**src/rtl/tgt_rd_pkg.sv**
```systemverilog
// Shared types and command decoding for the target read latency controller.
// Assumes the standard 4-bit bus command encoding.
package tgt_rd_pkg;

    typedef enum logic [1:0] {
        ST_IDLE  = 2'd0,
        ST_FIRST = 2'd1,
        ST_BURST = 2'd2
    } tr_state_e;

    localparam logic [3:0] CMD_IO_RD       = 4'b0010;
    localparam logic [3:0] CMD_IO_WR       = 4'b0011;
    localparam logic [3:0] CMD_MEM_RD      = 4'b0110;
    localparam logic [3:0] CMD_MEM_RD_MULT = 4'b1100;
    localparam logic [3:0] CMD_MEM_RD_LINE = 4'b1110;

    function automatic logic cmd_is_read(input logic [3:0] c);
        return (c == CMD_IO_RD) || (c == CMD_MEM_RD) ||
               (c == CMD_MEM_RD_MULT) || (c == CMD_MEM_RD_LINE);
    endfunction

    function automatic logic cmd_is_iowr(input logic [3:0] c);
        return c == CMD_IO_WR;
    endfunction

endpackage

```
**src/rtl/tgt_rd_lat_cnt.sv**
```systemverilog
// Saturation-free cycle counter used for wait-state budgets.
// Assumes the controller clears it before it can reach all-ones.
module tgt_rd_lat_cnt #(
    parameter int W = 6
) (
    input  logic         clk,
    input  logic         rst_n,
    input  logic         clr,
    input  logic         inc,
    output logic [W-1:0] count
);

    // Count waited cycles, restart on request.
    always_ff @(posedge clk) begin
        if (!rst_n)     count <= '0;
        else if (clr)   count <= '0;
        else if (inc)   count <= count + 1'b1;
    end


    cnt_no_wrap_chk: assert property (@(posedge clk) disable iff (!rst_n)
        inc && !clr |-> count != '1);

endmodule

```
**src/rtl/tgt_rd_entry.sv**
```systemverilog
// Single pending-request slot for deferred transactions, with match logic.
// Assumes store is only requested while the slot is empty.
module tgt_rd_entry #(
    parameter int AW = 32,
    parameter int DW = 32
) (
    input  logic          clk,
    input  logic          rst_n,
    input  logic          store_en,
    input  logic          clear_en,
    input  logic [AW-1:0] in_addr,
    input  logic [3:0]    in_cmd,
    input  logic [DW-1:0] in_wdata,
    output logic          valid,
    output logic [AW-1:0] addr,
    output logic [3:0]    cmd,
    output logic [DW-1:0] wdata,
    output logic          hit
);

    // Fill the slot on store, empty it on clear.
    always_ff @(posedge clk) begin
        if (!rst_n) begin
            valid <= 1'b0;
            addr  <= '0;
            cmd   <= '0;
            wdata <= '0;
        end else if (clear_en) begin
            valid <= 1'b0;
        end else if (store_en) begin
            valid <= 1'b1;
            addr  <= in_addr;
            cmd   <= in_cmd;
            wdata <= in_wdata;
        end
    end

    // Compare the open request against the slot.
    always_comb hit = valid && (addr == in_addr) && (cmd == in_cmd);


    entry_keep_chk: assert property (@(posedge clk) disable iff (!rst_n)
        valid |-> !store_en);


    entry_clear_chk: assert property (@(posedge clk) disable iff (!rst_n)
        clear_en |=> !valid);


    entry_excl_chk: assert property (@(posedge clk) disable iff (!rst_n)
        !(store_en && clear_en));

endmodule

```
**src/rtl/tgt_rd_fsm.sv**
```systemverilog
// Response sequencer: walks first-beat and later-beat phases and picks one
// of wait/data/retry/disconnect per cycle.
// Assumes req_start arrives only while idle and burst_pend_n is static per transaction.
module tgt_rd_fsm
    import tgt_rd_pkg::*;
#(
    parameter int INIT_LAT_SHORT = 16,
    parameter int INIT_LAT_LONG  = 32,
    parameter int SUB_LAT        = 8,
    localparam int ICW = $clog2(INIT_LAT_LONG + 2),
    localparam int SCW = $clog2(SUB_LAT + 2)
) (
    input  logic           clk,
    input  logic           rst_n,
    input  logic           req_start,
    input  logic [3:0]     req_cmd,
    input  logic           dly_mode_n,
    input  logic           lat_sel,
    input  logic           burst_pend_n,
    input  logic           fifo_empty,
    input  logic           mst_last,
    input  logic           ent_valid,
    input  logic           ent_hit,
    input  logic [ICW-1:0] icnt,
    input  logic [SCW-1:0] scnt,
    output logic           cap_en,
    output logic           ent_store,
    output logic           ent_clear,
    output logic           icnt_clr,
    output logic           icnt_inc,
    output logic           scnt_clr,
    output logic           scnt_inc,
    output logic           t_wait,
    output logic           t_data,
    output logic           t_retry,
    output logic           t_disc
);

    localparam logic [ICW-1:0] LIM_SHORT = ICW'(INIT_LAT_SHORT);
    localparam logic [ICW-1:0] LIM_LONG  = ICW'(INIT_LAT_LONG);
    localparam logic [SCW-1:0] LIM_SUB   = SCW'(SUB_LAT);

    tr_state_e state, state_nx;
    logic      cur_dly, cur_long, cur_rd;
    logic [ICW-1:0] lim;

    // Accept a read or I/O write at the address phase.
    always_comb cap_en = (state == ST_IDLE) && req_start &&
                         (cmd_is_read(req_cmd) || cmd_is_iowr(req_cmd));

    // Latch the mode and budget chosen for this transaction.
    always_ff @(posedge clk) begin
        if (!rst_n) begin
            cur_dly  <= 1'b0;
            cur_long <= 1'b0;
            cur_rd   <= 1'b0;
        end else if (cap_en) begin
            cur_dly  <= !dly_mode_n;
            cur_long <= lat_sel;
            cur_rd   <= cmd_is_read(req_cmd);
        end
    end

    always_comb lim = cur_long ? LIM_LONG : LIM_SHORT;

    // Choose this cycle's response and the next phase.
    always_comb begin
        state_nx  = state;
        t_wait    = 1'b0;
        t_data    = 1'b0;
        t_retry   = 1'b0;
        t_disc    = 1'b0;
        ent_store = 1'b0;
        ent_clear = 1'b0;
        icnt_clr  = cap_en;
        icnt_inc  = 1'b0;
        scnt_clr  = 1'b0;
        scnt_inc  = 1'b0;
        unique case (state)
            ST_IDLE: begin
                if (cap_en) state_nx = ST_FIRST;
            end
            ST_FIRST: begin
                if (cur_dly) begin
                    if (ent_hit) begin
                        if (!cur_rd || !fifo_empty) t_data  = 1'b1;
                        else                        t_retry = 1'b1;
                    end else begin
                        t_retry   = 1'b1;
                        ent_store = !ent_valid;
                    end
                end else begin
                    if (!cur_rd || !fifo_empty) t_data   = 1'b1;
                    else if (icnt == lim)        t_retry  = 1'b1;
                    else begin
                        t_wait   = 1'b1;
                        icnt_inc = 1'b1;
                    end
                end
                if (t_retry) state_nx = ST_IDLE;
                if (t_data) begin
                    if (mst_last || !cur_rd) begin
                        state_nx  = ST_IDLE;
                        ent_clear = cur_dly && ent_hit;
                    end else begin
                        state_nx = ST_BURST;
                        scnt_clr = 1'b1;
                    end
                end
            end
            ST_BURST: begin
                if (!fifo_empty) begin
                    t_data   = 1'b1;
                    scnt_clr = 1'b1;
                    if (mst_last) begin
                        state_nx  = ST_IDLE;
                        ent_clear = cur_dly && ent_hit;
                    end
                end else if (burst_pend_n || scnt == LIM_SUB) begin
                    t_disc    = 1'b1;
                    state_nx  = ST_IDLE;
                    ent_clear = cur_dly && ent_hit;
                end else begin
                    t_wait   = 1'b1;
                    scnt_inc = 1'b1;
                end
            end
            default: state_nx = ST_IDLE;
        endcase
    end

    // Advance the phase register.
    always_ff @(posedge clk) begin
        if (!rst_n) state <= ST_IDLE;
        else        state <= state_nx;
    end


    one_rsp_chk: assert property (@(posedge clk) disable iff (!rst_n)
        $countones({t_wait, t_data, t_retry, t_disc}) == ((state != ST_IDLE) ? 1 : 0));


    dly_no_wait_chk: assert property (@(posedge clk) disable iff (!rst_n)
        (state == ST_FIRST) && cur_dly |-> !t_wait);


    burst_nohold_chk: assert property (@(posedge clk) disable iff (!rst_n)
        (state == ST_BURST) && fifo_empty && burst_pend_n |-> t_disc);


    burst_hold_chk: assert property (@(posedge clk) disable iff (!rst_n)
        (state == ST_BURST) && t_wait |-> !burst_pend_n);


    bp_static_chk: assert property (@(posedge clk) disable iff (!rst_n)
        (state != ST_IDLE) && ($past(state) != ST_IDLE) |-> $stable(burst_pend_n));


    lim_retry_chk: assert property (@(posedge clk) disable iff (!rst_n)
        (state == ST_FIRST) && !cur_dly && t_retry |-> $past(t_wait));

endmodule

```
**src/rtl/tgt_rd_ctrl.sv**
```systemverilog
// Top of the target read latency and retry controller: holds the open
// request, the deferred-request slot, the two wait budgets and the sequencer.
// Assumes one transaction at a time and a FIFO-empty flag valid every cycle.
module tgt_rd_ctrl #(
    parameter int AW             = 32,
    parameter int DW             = 32,
    parameter int INIT_LAT_SHORT = 16,
    parameter int INIT_LAT_LONG  = 32,
    parameter int SUB_LAT        = 8
) (
    input  logic          clk,
    input  logic          rst_n,
    input  logic          req_start,
    input  logic [3:0]    req_cmd,
    input  logic [AW-1:0] req_addr,
    input  logic [DW-1:0] req_wdata,
    input  logic          mst_last,
    input  logic          dly_mode_n,
    input  logic          lat_sel,
    input  logic          burst_pend_n,
    input  logic          fifo_empty,
    output logic          t_wait,
    output logic          t_data,
    output logic          t_retry,
    output logic          t_disc,
    output logic          pend_valid,
    output logic [AW-1:0] pend_addr,
    output logic [3:0]    pend_cmd,
    output logic [DW-1:0] pend_wdata
);

    localparam int ICW = $clog2(INIT_LAT_LONG + 2);
    localparam int SCW = $clog2(SUB_LAT + 2);

    logic          cap_en, ent_store, ent_clear, ent_hit;
    logic          icnt_clr, icnt_inc, scnt_clr, scnt_inc;
    logic [ICW-1:0] icnt;
    logic [SCW-1:0] scnt;
    logic [AW-1:0] cur_addr;
    logic [3:0]    cur_cmd;
    logic [DW-1:0] cur_wdata;

    // Hold the open request's address, command and write data.
    always_ff @(posedge clk) begin
        if (!rst_n) begin
            cur_addr  <= '0;
            cur_cmd   <= '0;
            cur_wdata <= '0;
        end else if (cap_en) begin
            cur_addr  <= req_addr;
            cur_cmd   <= req_cmd;
            cur_wdata <= req_wdata;
        end
    end

    tgt_rd_entry #(.AW(AW), .DW(DW)) u_entry (
        .clk      (clk),
        .rst_n    (rst_n),
        .store_en (ent_store),
        .clear_en (ent_clear),
        .in_addr  (cur_addr),
        .in_cmd   (cur_cmd),
        .in_wdata (cur_wdata),
        .valid    (pend_valid),
        .addr     (pend_addr),
        .cmd      (pend_cmd),
        .wdata    (pend_wdata),
        .hit      (ent_hit)
    );

    tgt_rd_lat_cnt #(.W(ICW)) u_icnt (
        .clk   (clk),
        .rst_n (rst_n),
        .clr   (icnt_clr),
        .inc   (icnt_inc),
        .count (icnt)
    );

    tgt_rd_lat_cnt #(.W(SCW)) u_scnt (
        .clk   (clk),
        .rst_n (rst_n),
        .clr   (scnt_clr),
        .inc   (scnt_inc),
        .count (scnt)
    );

    tgt_rd_fsm #(
        .INIT_LAT_SHORT (INIT_LAT_SHORT),
        .INIT_LAT_LONG  (INIT_LAT_LONG),
        .SUB_LAT        (SUB_LAT)
    ) u_fsm (
        .clk          (clk),
        .rst_n        (rst_n),
        .req_start    (req_start),
        .req_cmd      (req_cmd),
        .dly_mode_n   (dly_mode_n),
        .lat_sel      (lat_sel),
        .burst_pend_n (burst_pend_n),
        .fifo_empty   (fifo_empty),
        .mst_last     (mst_last),
        .ent_valid    (pend_valid),
        .ent_hit      (ent_hit),
        .icnt         (icnt),
        .scnt         (scnt),
        .cap_en       (cap_en),
        .ent_store    (ent_store),
        .ent_clear    (ent_clear),
        .icnt_clr     (icnt_clr),
        .icnt_inc     (icnt_inc),
        .scnt_clr     (scnt_clr),
        .scnt_inc     (scnt_inc),
        .t_wait       (t_wait),
        .t_data       (t_data),
        .t_retry      (t_retry),
        .t_disc       (t_disc)
    );

endmodule

```
**config.mk**
```make
export PLATFORM = sky130hd
export DESIGN_NAME = tgt_rd_ctrl
export DESIGN_NICKNAME = d
export VERILOG_FILES = /design/src/rtl/tgt_rd_pkg.sv /design/src/rtl/tgt_rd_lat_cnt.sv /design/src/rtl/tgt_rd_entry.sv /design/src/rtl/tgt_rd_fsm.sv /design/src/rtl/tgt_rd_ctrl.sv
export SDC_FILE = /design/constraint.sdc
export NUM_CORES = 1
export LEC_CHECK = 0
export BUFFER_PORTS_ARGS = -buffer_cell sky130_fd_sc_hd__buf_2
export CORE_MARGIN = 2
export CORE_UTILIZATION = 57
export CTS_CLUSTER_DIAMETER = 120
export DETAILED_ROUTE_END_ITERATION = 6
export PLACE_DENSITY = 0.84
export SYNTH_ARGS = -nofsm -noshare
export SYNTH_HDL_FRONTEND = slang
export SYNTH_SLANG_ARGS = --single-unit
```
**constraint.sdc**
```tcl
create_clock -name clk -period 4.7 [get_ports clk]
set_input_delay 0.235 -clock clk [delete_from_list [all_inputs] [get_ports clk]]
set_output_delay 0.235 -clock clk [all_outputs]
set_load 0.005 [all_outputs]
```
==> impl_metrics.env <==
export IMPL_worstReg2RegEnd="u_fsm.cur_rd"
export IMPL_arrival_ps=2670
export IMPL_synth_area_per_cell_um2=7.897
export IMPL_startpoint_type="flop"
export IMPL_synth_most_common_cell="sky130_fd_sc_hd__nand2_1"
export IMPL_period_needed_ps=2906
export IMPL_criticalPathCategory="reg2out"
export IMPL_crit_slowest_cell="sky130_fd_sc_hd__o41ai_4"
export IMPL_synth_commonest_cells="283 x sky130_fd_sc_hd__nand2_1, 152 x sky130_fd_sc_hd__dfxtp_1, 141 x sky130_fd_sc_hd__a21oi_1, 42 x sky130_fd_sc_hd__clkbuf_1, 25 x sky130_fd_sc_hd__xor2_1"
export IMPL_first_global_vias=5673
export IMPL_hold_path_depth=3
export IMPL_synth_cell_types=41
export IMPL_maxClockFrequency_mhz=344.1
export IMPL_final_setup_skew_ps=15.33
export IMPL_unrepaired_setup_endpoints_after_global_routing="false"
export IMPL_hold_path_startpoint="req_cmd[0]"
export IMPL_viasPerCell=5.390
export IMPL_setup_violations=0
export IMPL_cp_data_required_time_ps=4470
export IMPL_fp_dieW_um=106.5
export IMPL_area_of_the_die_mm2=0.01134
export IMPL_clock_latency_ps=530
export IMPL_cellPowerDensity_mw_per_mm2=365.5
export IMPL_crit_start="cur_addr[19]"
export IMPL_postRouteAntennaNets=0
export IMPL_clk_pin_slew_ps=70
export IMPL_synth_top_area_share=0.5084
export IMPL_routed_vias=5945
export IMPL_grt_total_usage=0.3022
export IMPL_synth_async_sr_flop_share=0
export IMPL_grt_antenna_before_repair=2
export IMPL_synth_flop_cell="sky130_fd_sc_hd__dfxtp_1"
export IMPL_rr_worst_depth=8
export IMPL_tritoncts="yes"
export IMPL_fin_hold_ws_ps=26.77
export IMPL_synth_yosys_seq_area_share=0.5084
export IMPL_gpl_final_weighted_congestion=0.8331
export IMPL_drcViolationCount=0
export IMPL_peakVddDrop_v=0.0003314
export IMPL_netlist_instances=758
export IMPL_postSynthNetCount=841
export IMPL_run_status="finished, final reports clean"
export IMPL_port_buffers=148
export IMPL_numClockSinks=152
export IMPL_synth_top_cells_by_area="sky130_fd_sc_hd__dfxtp_1 51%, sky130_fd_sc_hd__nand2_1 18%, sky130_fd_sc_hd__a21oi_1 12%, sky130_fd_sc_hd__xor2_1 3.7%, sky130_fd_sc_hd__xnor2_1 2.8%"
export IMPL_rrSetupSlack_ps=2140
export IMPL_worst_pin_slew_ps=1098
export IMPL_inserted_clock_buffers=17
export IMPL_share_of_cells_above_drive_strength_1=0.2010
export IMPL_final_period_utilization=0.6184
export IMPL_number_of_optimization_iterations_in_the_first_detailed_route_pass=5
export IMPL_tns_ps=0
export IMPL_areaGrowthSynthToFinish_pct=34.24
export IMPL_ioPinCount=149
export IMPL_worstPathMaxFanout=7
export IMPL_crit_reg2reg_launch="u_fsm.state[1]"
export IMPL_cts_htree_levels=4
export IMPL_count_of_flip_flops_with_a_built_in_enable_after_synthesis=0
export IMPL_crit_family="compound AO/OA/AOI/OAI gates"
export IMPL_initial_core_util=0.5824
export IMPL_synthDominantAreaCellType="sky130_fd_sc_hd__dfxtp_1"
export IMPL_netlist_area_mm2=0.005986
export IMPL_hold_path_endpoint="cur_cmd[0]"
export IMPL_routed_wire_length_per_instance_um=15.57
export IMPL_num_rows=37
export IMPL_nets=1035
export IMPL_cts_post_setup_buffers_inserted=0
export IMPL_holdCritPathClass="in2reg"
export IMPL_end_kind="output pin"
export IMPL_grt_pass1_wl_um=27290
export IMPL_flip_flop_and_latch_count_after_synthesis=152
export IMPL_globalRouteOverflowTotal=0
export IMPL_timing_max_transition_violations_final=0
export IMPL_yosys_warnings=0
export IMPL_route_final_wire_length_um=17180
export IMPL_grt_max_degree=90
export IMPL_maxSlewHeadroom=0.2642
export IMPL_critical_path_max_stage_delay_ps=530
export IMPL_clk_root_buffer_cell="sky130_fd_sc_hd__clkbuf_8"
export IMPL_clock_path_buffers=2
export IMPL_drt_first_iter_violations=436
export IMPL_core_area_mm2=0.01028
export IMPL_crit_chain="xnor2_1 > nand4_1 > or4_4 > o41ai_4 > a41o_1 > buf_2"
export IMPL_drv_max_cap_violation_count=0
export IMPL_dpl_hpwl_um=9590
export IMPL_die_height_um=106.5
export IMPL_power_leakage_nw=3.327
export IMPL_timing_hold_violations_final=0
export IMPL_worst_path_bufs_invs=1
[where the power goes]
part | switching, mW | internal (mW)
Sequential | 0.0320 | 1.33
Clock | 0.608 | 0.682
Combinational | 0.164 | 0.123
Total | 0.804 | 2.13
[registers in the layout, summed over array words and instances (netlist names), 2 cells and up]
register       flops
cur_addr          32
cur_cmd            4
cur_wdata         32
u_entry.addr      32
u_entry.cmd        4
u_entry.wdata     32
u_fsm.state        2
u_icnt.count       6
u_scnt.count       4
[stage by stage]
step,util,cell area (um2),setup slack [ps],std cells,power (mW)
6_report,0.7818,8035,1794,1103,2.937
3_3_place_gp,0.6606,6789,2311,1001,1.614
4_1_cts,0.7813,8030,1780,1101,2.932
5_1_grt,0.7818,8035,1645,1103,3.036
2_1_floorplan,-,5986,2654,758,1.531
3_5_place_dp,0.6606,6789,2257,1001,1.618
[worst max-delay path by stage]
| stage | endpoint | slack (ps) | depth (start not counted) |
|---|---|---|---|
| CTS | t_data | 1780 | 6 |
| global placement | u_fsm.cur_rd | 2310 | 8 |
| global route | t_data | 1650 | 6 |
| detailed placement | u_fsm.cur_rd | 2260 | 8 |
| finish | t_data | 1790 | 6 |
| floorplan | t_data | 2650 | 5 |
[cell families (layout without fill, tap and decap cells)]
family                     after synthesis  after routing  share of synthesized area
muxes                                    1              1                   0.001672
DFF                                    152            152                     0.5084
other                                    0              2                          0
and+or+nand+nor                        330            330                     0.2224
adders and majority gates                7              7                    0.01463
xor gates and xnor gates                44             44                    0.06438
buffers and inverters                   56            263                    0.03532
AOI/OAI and AO/OA                      168            168                     0.1532
[worst reg2reg max path: cells and delay by family (launching register included)]
family | cells | cell delay [ps]
flip-flops | 1 | 320
adder cells (fa/ha/maj) | 1 | 220
AND/OR/NAND/NOR | 3 | 1150
AO/OA/AOI/OAI | 2 | 280
buffers and inverters | 2 | 440
[repair_timing]
action / 4_1_cts / 5_1_grt
gates resized for setup: 0 / 0
hold endpoints to repair: 68 / 0
hold buffers: 68 / 0
[cell usage in the layout, fill, tap and decap left out, types with 3 or more instances in the layout]
master                            n
sky130_fd_sc_hd__nand2_1        283
sky130_fd_sc_hd__dfxtp_1        152
sky130_fd_sc_hd__buf_2          148
sky130_fd_sc_hd__a21oi_1        141
sky130_fd_sc_hd__dlygate4sd3_1   68
sky130_fd_sc_hd__xor2_1          25
sky130_fd_sc_hd__xnor2_1         19
sky130_fd_sc_hd__clkbuf_16       16
sky130_fd_sc_hd__nor2_1          14
sky130_fd_sc_hd__inv_1            9
sky130_fd_sc_hd__nand4_1          7
sky130_fd_sc_hd__a211oi_1         7
sky130_fd_sc_hd__o21ai_0          7
sky130_fd_sc_hd__ha_1             7
sky130_fd_sc_hd__inv_6            7
sky130_fd_sc_hd__nor4_1           6
sky130_fd_sc_hd__inv_8            5
sky130_fd_sc_hd__buf_4            4
sky130_fd_sc_hd__nand3_1          3
[cell type report]
cell class / count / area [um2]
inverter: 10 / 40.04
sequential: 152 / 3043
clock inverter: 15 / 146.4
timing repair buffer: 221 / 1471
multi-input combinational: 550 / 2745
antenna: 2 / 5.005
clock buffer: 17 / 414.1
fill: 677 / 2242
tap: 136 / 170.2
[metal layers]
layer,global-route usage,part of all wire
met2,0.5023,0.49
met3,0.08155,0.070
met5,0,0
met1,0.3762,0.41
met4,0.1132,0.027
(Power assumes the default switching activity.)
